$ cat src/rtl/nmi_pkg.sv
package nmi_pkg;

  typedef enum logic [3:0] {
    ST_IDLE,
    ST_ACK,
    ST_PUSH_HI,
    ST_PUSH_LO,
    ST_RFETCH1,
    ST_RFETCH2,
    ST_POP_LO,
    ST_POP_HI,
    ST_DONE
  } seq_state_t;

  typedef struct packed {
    logic capture;
    logic nmiTake;
    logic wrHi;
    logic wrLo;
    logic rdLo;
    logic rdHi;
    logic finNmi;
    logic finRet;
    logic restoreIff;
    logic setIff;
    logic clrIff;
  } nmi_strobe_t;

endpackage

$ cat src/rtl/nmi_ctrl.sv
module nmi_ctrl
  import nmi_pkg::*;
#(
  parameter int ACK_CYC   = 5,
  parameter int MEM_CYC   = 3,
  parameter int FETCH_CYC = 4
) (
  input  logic        clk,
  input  logic        rstN,
  input  logic        nmiPin,
  input  logic        instrEnd,
  input  logic        eiStb,
  input  logic        diStb,
  input  logic        retnStb,
  input  logic        retiStb,
  output logic        busy,
  output nmi_strobe_t strb
);

  localparam int MAX_A = (ACK_CYC > MEM_CYC) ? ACK_CYC : MEM_CYC;
  localparam int MAX_C = (MAX_A > FETCH_CYC) ? MAX_A : FETCH_CYC;
  localparam int CNT_W = $clog2(MAX_C + 1);

  seq_state_t state, stateNxt;
  logic [CNT_W-1:0] cnt, phaseLen;
  logic lastCyc;
  logic isNmi, isRetn;
  logic nmiPrev, nmiPend;
  logic nmiEdge, nmiSeen, retGo, nmiGo, idle;

  assign idle    = (state == ST_IDLE);
  assign nmiEdge = nmiPin & ~nmiPrev;
  assign nmiSeen = nmiPend | nmiEdge;
  assign retGo   = idle & (retnStb | retiStb);
  assign nmiGo   = idle & ~retGo & instrEnd & nmiSeen;

  always_comb begin
    case (state)
      ST_ACK:                              phaseLen = CNT_W'(ACK_CYC);
      ST_PUSH_HI, ST_PUSH_LO,
      ST_POP_LO, ST_POP_HI:                phaseLen = CNT_W'(MEM_CYC);
      ST_RFETCH1, ST_RFETCH2:              phaseLen = CNT_W'(FETCH_CYC);
      default:                             phaseLen = CNT_W'(1);
    endcase
  end

  assign lastCyc = (cnt == phaseLen - CNT_W'(1));

  always_comb begin
    stateNxt = state;
    case (state)
      ST_IDLE: begin
        if (retGo)      stateNxt = ST_RFETCH1;
        else if (nmiGo) stateNxt = ST_ACK;
      end
      ST_ACK:     if (lastCyc) stateNxt = ST_PUSH_HI;
      ST_PUSH_HI: if (lastCyc) stateNxt = ST_PUSH_LO;
      ST_PUSH_LO: if (lastCyc) stateNxt = ST_DONE;
      ST_RFETCH1: if (lastCyc) stateNxt = ST_RFETCH2;
      ST_RFETCH2: if (lastCyc) stateNxt = ST_POP_LO;
      ST_POP_LO:  if (lastCyc) stateNxt = ST_POP_HI;
      ST_POP_HI:  if (lastCyc) stateNxt = ST_DONE;
      ST_DONE:    stateNxt = ST_IDLE;
      default:    stateNxt = ST_IDLE;
    endcase
  end

  always_ff @(posedge clk or negedge rstN) begin
    if (!rstN) begin
      state   <= ST_IDLE;
      cnt     <= '0;
      isNmi   <= 1'b0;
      isRetn  <= 1'b0;
      nmiPrev <= 1'b0;
      nmiPend <= 1'b0;
    end else begin
      state   <= stateNxt;
      cnt     <= (stateNxt != state) ? '0 : cnt + CNT_W'(1);
      nmiPrev <= nmiPin;
      if (nmiGo)        nmiPend <= 1'b0;
      else if (nmiEdge) nmiPend <= 1'b1;
      if (retGo) begin
        isNmi  <= 1'b0;
        isRetn <= retnStb;
      end else if (nmiGo) begin
        isNmi  <= 1'b1;
        isRetn <= 1'b0;
      end
    end
  end

  assign busy = ~idle;

  always_comb begin
    strb            = '0;
    strb.capture    = retGo | nmiGo;
    strb.nmiTake    = nmiGo;
    strb.wrHi       = (state == ST_PUSH_HI) & lastCyc;
    strb.wrLo       = (state == ST_PUSH_LO) & lastCyc;
    strb.rdLo       = (state == ST_POP_LO) & lastCyc;
    strb.rdHi       = (state == ST_POP_HI) & lastCyc;
    strb.finNmi     = (state == ST_DONE) & isNmi;
    strb.finRet     = (state == ST_DONE) & ~isNmi;
    strb.restoreIff = (state == ST_DONE) & ~isNmi & isRetn;
    strb.setIff     = idle & eiStb & ~diStb;
    strb.clrIff     = idle & diStb;
  end

  // an edge seen while a sequence runs must remain pending
  p_edge_kept_r10: assert property (@(posedge clk) disable iff (!rstN)
    (busy && nmiEdge) |=> nmiPend);

  // a sequence only begins from a boundary or a return strobe
  p_start_cause_r3: assert property (@(posedge clk) disable iff (!rstN)
    $rose(busy) |-> ($past(instrEnd) || $past(retnStb) || $past(retiStb)));

endmodule

$ cat src/rtl/nmi_datapath.sv
module nmi_datapath
  import nmi_pkg::*;
#(
  parameter int               BYTE_W = 8,
  parameter int               ADDR_W = 16,
  parameter logic [ADDR_W-1:0] NMI_VECTOR = 16'h0066
) (
  input  logic              clk,
  input  logic              rstN,
  input  nmi_strobe_t       strb,
  input  logic [ADDR_W-1:0] curPc,
  input  logic [ADDR_W-1:0] curSp,
  input  logic [BYTE_W-1:0] stkRdData,
  output logic [ADDR_W-1:0] stkAddr,
  output logic [BYTE_W-1:0] stkWrData,
  output logic              stkWr,
  output logic              stkRd,
  output logic              pcLoad,
  output logic [ADDR_W-1:0] pcNext,
  output logic              spLoad,
  output logic [ADDR_W-1:0] spNext,
  output logic              iff1,
  output logic              iff2
);

  logic [ADDR_W-1:0] pcSave, spWork;
  logic [BYTE_W-1:0] loByte, hiByte;
  logic iff1Nxt, iff2Nxt;
  logic hiWritten, loFetched;

  always_comb begin
    iff1Nxt = iff1;
    iff2Nxt = iff2;
    if (strb.clrIff) begin
      iff1Nxt = 1'b0;
      iff2Nxt = 1'b0;
    end else if (strb.setIff) begin
      iff1Nxt = 1'b1;
      iff2Nxt = 1'b1;
    end
    if (strb.nmiTake) begin
      iff2Nxt = iff1Nxt;
      iff1Nxt = 1'b0;
    end
    if (strb.restoreIff) iff1Nxt = iff2;
  end

  always_ff @(posedge clk or negedge rstN) begin
    if (!rstN) begin
      iff1      <= 1'b0;
      iff2      <= 1'b0;
      pcSave    <= '0;
      spWork    <= '0;
      loByte    <= '0;
      hiByte    <= '0;
      hiWritten <= 1'b0;
      loFetched <= 1'b0;
    end else begin
      iff1 <= iff1Nxt;
      iff2 <= iff2Nxt;
      if (strb.capture) begin
        pcSave <= curPc;
        spWork <= curSp;
      end
      if (strb.rdLo) loByte <= stkRdData;
      if (strb.rdHi) hiByte <= stkRdData;
      if (strb.wrHi)      hiWritten <= 1'b1;
      else if (strb.wrLo) hiWritten <= 1'b0;
      if (strb.rdLo)      loFetched <= 1'b1;
      else if (strb.rdHi) loFetched <= 1'b0;
    end
  end

  assign stkWr = strb.wrHi | strb.wrLo;
  assign stkRd = strb.rdLo | strb.rdHi;

  always_comb begin
    stkAddr   = '0;
    stkWrData = '0;
    if (strb.wrHi) begin
      stkAddr   = spWork - ADDR_W'(1);
      stkWrData = pcSave[ADDR_W-1 -: BYTE_W];
    end else if (strb.wrLo) begin
      stkAddr   = spWork - ADDR_W'(2);
      stkWrData = pcSave[BYTE_W-1:0];
    end else if (strb.rdLo) begin
      stkAddr   = spWork;
    end else if (strb.rdHi) begin
      stkAddr   = spWork + ADDR_W'(1);
    end
  end

  assign pcLoad = strb.finNmi | strb.finRet;
  assign spLoad = pcLoad;

  always_comb begin
    pcNext = '0;
    spNext = '0;
    if (strb.finNmi) begin
      pcNext = NMI_VECTOR;
      spNext = spWork - ADDR_W'(2);
    end else if (strb.finRet) begin
      pcNext = {hiByte, loByte};
      spNext = spWork + ADDR_W'(2);
    end
  end

  // low byte is written only after the high byte
  p_push_order_r5: assert property (@(posedge clk) disable iff (!rstN)
    strb.wrLo |-> hiWritten);

  // high byte is read only after the low byte
  p_pop_order_r7: assert property (@(posedge clk) disable iff (!rstN)
    strb.rdHi |-> loFetched);

  // acceptance leaves the live enable cleared
  p_nmi_clears_r4: assert property (@(posedge clk) disable iff (!rstN)
    strb.nmiTake |=> !iff1);

  // the live enable rises only through enable or non-maskable return
  p_iff1_rise_r2: assert property (@(posedge clk) disable iff (!rstN)
    $rose(iff1) |-> ($past(strb.setIff) || $past(strb.restoreIff)));

  // a maskable return keeps both flip-flops
  p_reti_keeps_r9: assert property (@(posedge clk) disable iff (!rstN)
    (strb.finRet && !strb.restoreIff) |=> ($stable(iff1) && $stable(iff2)));

endmodule

$ cat src/rtl/nmi_iff_ctrl.sv
module nmi_iff_ctrl
  import nmi_pkg::*;
#(
  parameter int          BYTE_W     = 8,
  parameter int          ACK_CYC    = 5,
  parameter int          MEM_CYC    = 3,
  parameter int          FETCH_CYC  = 4,
  parameter logic [15:0] NMI_VECTOR = 16'h0066
) (
  input  logic          clk,
  input  logic          rstN,
  input  logic          nmiPin,
  input  logic          instrEnd,
  input  logic          eiStb,
  input  logic          diStb,
  input  logic          retnStb,
  input  logic          retiStb,
  input  logic [15:0]   curPc,
  input  logic [15:0]   curSp,
  output logic          busy,
  output logic          pcLoad,
  output logic [15:0]   pcNext,
  output logic          spLoad,
  output logic [15:0]   spNext,
  output logic [15:0]   stkAddr,
  output logic [7:0]    stkWrData,
  output logic          stkWr,
  output logic          stkRd,
  input  logic [7:0]    stkRdData,
  output logic          intEnable,
  output logic          iff2State
);

  localparam int ADDR_W = 2 * BYTE_W;

  nmi_strobe_t strb;

  nmi_ctrl #(
    .ACK_CYC  (ACK_CYC),
    .MEM_CYC  (MEM_CYC),
    .FETCH_CYC(FETCH_CYC)
  ) u_ctrl (
    .clk     (clk),
    .rstN    (rstN),
    .nmiPin  (nmiPin),
    .instrEnd(instrEnd),
    .eiStb   (eiStb),
    .diStb   (diStb),
    .retnStb (retnStb),
    .retiStb (retiStb),
    .busy    (busy),
    .strb    (strb)
  );

  nmi_datapath #(
    .BYTE_W    (BYTE_W),
    .ADDR_W    (ADDR_W),
    .NMI_VECTOR(NMI_VECTOR)
  ) u_dp (
    .clk      (clk),
    .rstN     (rstN),
    .strb     (strb),
    .curPc    (curPc),
    .curSp    (curSp),
    .stkRdData(stkRdData),
    .stkAddr  (stkAddr),
    .stkWrData(stkWrData),
    .stkWr    (stkWr),
    .stkRd    (stkRd),
    .pcLoad   (pcLoad),
    .pcNext   (pcNext),
    .spLoad   (spLoad),
    .spNext   (spNext),
    .iff1     (intEnable),
    .iff2     (iff2State)
  );

endmodule

$ cat config.mk
export PLATFORM = sky130hd
export DESIGN_NAME = nmi_iff_ctrl
export DESIGN_NICKNAME = d
export VERILOG_FILES = /design/src/rtl/nmi_pkg.sv /design/src/rtl/nmi_ctrl.sv /design/src/rtl/nmi_datapath.sv /design/src/rtl/nmi_iff_ctrl.sv
export SDC_FILE = /design/constraint.sdc
export NUM_CORES = 1
export LEC_CHECK = 0
export ABC_AREA = 1
export CAP_MARGIN = 40
export CORE_MARGIN = 4
export CORE_UTILIZATION = 60
export DETAILED_ROUTE_END_ITERATION = 10
export DONT_BUFFER_PORTS = 1
export GPL_TIMING_DRIVEN = 1
export PLACE_DENSITY = 0.76
export SETUP_SLACK_MARGIN = 0.15
export SLEW_MARGIN = 20
export SYNTH_ARGS = -nofsm -noshare
export SYNTH_HDL_FRONTEND = slang
export SYNTH_SLANG_ARGS = --single-unit
export TNS_END_PERCENT = 20
$ cat constraint.sdc
create_clock -name clk -period 2.5 [get_ports clk]
set_input_delay 0.25 -clock clk [delete_from_list [all_inputs] [get_ports clk]]
set_output_delay 0.25 -clock clk [all_outputs]
set_load 0.03 [all_outputs]
==> impl_metrics.tcl <==
set metrics [dict create \
    cp.arrival_ns 2.23 \
    clock_latency_ns 0.35 \
    clockBufferDepth 2 \
    dieArea_sq_um 8800 \
    layout-drive-gt1-share 0.2555 \
    synth.most_common_cell "nand2_1" \
    io_pins 111 \
    startpoint_type "flip-flop" \
    worstHoldPathType "primary input to flip-flop" \
    power_mw 6.349 \
    intPower_mw 3.159 \
    grt.total_usage 0.3063 \
    max_cap_viol_count 0 \
    syn_inst 651 \
    fillCellCount 543 \
    synth_area_per_cell_sq_um 6.786 \
    grt-ovfl-total 0 \
    place.port_buffers 0 \
    grt_antenna_before_repair 0 \
    comb_power_share 0.533 \
    power_frac_clock 0.152 \
    drv_slew 0 \
    synth_edf_count 0 \
    end_kind "output pin" \
    gp_congestion 0.9612 \
    grt_pass1_vias 4513 \
    ys_top_cells_by_area "dfrtp_1, nand2_1, inv_1, o21ai_0, nor2_1" \
    status "finished clean" \
    diodes 0 \
    die_x_um 93.81 \
    fin_nets 777 \
    ys_ff_latch 61 \
    synthDistinctLibCells 38 \
    ant_nets 0 \
    clkSinkCount 61 \
    p_per_area_nw_per_um2 1125 \
    critPathKind "flip-flop to output pin" \
    start_util 0.6124 \
    fin_ws_ns 0.01869 \
    required_ns 2.25 \
    htreeDepth 3 \
    path_clk_slew_ns 0.08 \
    period_minus_slack_ns 2.481 \
    route.detailed.drc 0 \
    cp_max_fo 9 \
    setup_viol 0 \
    period_share 0.9925 \
    area_delta_synth_final_pct 27.73 \
    async_reset_ff_frac 1.000 \
    clockRootBuffer "clkbuf_8" \
    synth_area_sq_um 4418 \
    p_seq_frac 0.315 \
    syn-num-nets 705 \
    placementRows 31 \
    grt_pass1_wl_um 21490 \
    max_freq_mhz 403.0 \
    pre_cts_slack_ns 0.09943 \
    switching_share 0.5024 \
    tightestPinTransition_ns 0.4359 \
    firstDrtPassIters 7 \
    yosys_warnings 0 \
    synth_top_cell_area_share 0.3455 \
    yosysSeqAreaShare 0.3455 \
    drt_iter0_drc 341 \
    slew_headroom 0.7085 \
    wl_per_cell_um 16.50 \
    hold_viol_final 0 \
    viasPerCell 5.785 \
    fp.dieH_um 93.81 \
    synth_ff_type "dfrtp_1" \
    power_switching_mw 3.190 \
    via_count 4784 \
    worst_clock_skew_ns 0.01345 \
    core_area_sq_um 7214 \
    grt_max_degree 62 \
    leakage_nw 2.645 \
    rsz0062_at_grt "yes" \
    finalSetupTns_ns 0 \
    vdd_drop_max_mv 0.7131 \
    routed_wl_um 13650 \
    cts_buffers 9 \
    synth_top_cell_by_area "dfrtp_1" \
    hpwl_um 8914 \
    yosys-top-cells-count "nand2_1, inv_1, nor2_1" \
    cts_tree "done" \
]
-- layer usage --
layer	wire [um]	share of wire	global-route usage
met5	0	0	0
met4	406	0.030	0.1047
met3	1399	0.10	0.08253
met2	6478	0.47	0.4891
met1	5360	0.39	0.4014
-- flip-flops by register name, indices dropped and copies added, names as in the netlist --
register and flops:
u_ctrl.cnt 3, u_ctrl.isNmi 1, u_ctrl.isRetn 1, u_ctrl.nmiPend 1, u_ctrl.nmiPrev 1, u_ctrl.state 4
u_dp.hiByte 8, u_dp.iff1 1, u_dp.iff2 1, u_dp.loByte 8, u_dp.pcSave 16, u_dp.spWork 16
-- repair_timing --
item | in CTS | in global routing
resized for setup | 52 | 39
hold buffers | 3 | 0
setup endpoints to repair | 42 | 49
buffers inserted | 20 | 6
pin swaps | 17 | 16
cloned | 0 | 0
hold endpoints to repair | 62 | 0
-- metrics by stage --
| stage | cells | utilization | hold slack, ns | area (sq um) |
|---|---|---|---|---|
| 5_1_grt | 827 | 0.7822 | 0.007921 | 5643 |
| 3_5_place_dp | 782 | 0.6788 | -0.04421 | 4897 |
| 2_1_floorplan | 651 | - | -0.04559 | 4423 |
| 4_1_cts | 821 | 0.7593 | 0.009271 | 5478 |
| 6_report | 827 | 0.7822 | 0.01159 | 5643 |
| 3_3_place_gp | 782 | 0.6788 | -0.04426 | 4897 |
-- placed cells by master (no fill, tap or decap), types with 11 or more instances in the layout --
cell type | Yosys | final
nand4_1 | 23 | 23
inv_1 | 75 | 63
o21ai_0 | 56 | 53
dfrtp_1 | 61 | 49
nand2_1 | 193 | 184
dfrtp_2 | 0 | 12
nor2_1 | 69 | 52
xor2_1 | 29 | 28
nor2_2 | 2 | 11
nand3_1 | 43 | 39
inv_2 | 2 | 11
clkbuf_8 | 0 | 11
buf_4 | 9 | 73
-- area by class of cell --
cell class,instances,area [sq um],area share
clock buffers,11,151.4,0.02683
multi-input cells,480,2619,0.4641
inverters,82,332.8,0.05898
flip-flops and latches,61,1541,0.2732
well taps,99,123.9,0.02195
clock inverters,5,58.81,0.01042
repair buffers,89,815.8,0.1446
-- kinds of logic after synthesis --
group                      count (synthesis)  synth area share
buffers and inverters                    110            0.1079
AOI/OAI and AO/OA                         90            0.1153
xor gates and xnor gates                  30           0.05947
and+or+nand+nor                          354            0.3549
adders and majority gates                  6           0.01699
DFF                                       61            0.3455
-- power groups by stage --
stage / clock, mW / combinational (mW) / sequential [mW]
after floorplan: 0 / 2.33 / 1.70
after global placement: 0 / 2.66 / 1.94
after detailed placement: 0 / 2.72 / 1.95
after CTS: 0.971 / 3.14 / 1.96
after global routing: 1.01 / 3.71 / 2.07
final: 0.962 / 3.39 / 2.00
-- final timing paths --
| check | startpoint | to | slack (ns) | cells past startpoint |
|---|---|---|---|---|
| setup / recovery | u_ctrl.state[2]$_DFF_PN0_ | stkAddr[11] | 0.02 | 11 |
| max in group asynchronous | rstN | u_dp.spWork[2]$_DFFE_PN0P_ | 1.77 | 2 |
| hold / removal | stkRdData[6] | u_dp.loByte[6]$_DFFE_PN0P_ | 0.01 | 2 |
| setup reg to reg | u_ctrl.state[0]$_DFF_PN0_ | u_dp.spWork[15]$_DFFE_PN0P_ | 0.34 | 9 |
| min in group asynchronous | rstN | u_dp.loByte[5]$_DFFE_PN0P_ | 0.45 | 2 |
| hold reg to reg | u_dp.loByte[1]$_DFFE_PN0P_ | u_dp.loByte[1]$_DFFE_PN0P_ | 0.48 | 2 |
-- critical path, cell delays in order, from the launching register on --
cell	delay, ns
dfrtp_2	0.49
inv_2	0.06
nand2_2	0.10
nand3_1	0.10
nand2_2	0.10
nand3_4	0.12
inv_6	0.11
nand2_8	0.08
nor2_8	0.18
buf_12	0.15
nand2_1	0.06
nand4_1	0.32
(Power assumes the default switching activity.)
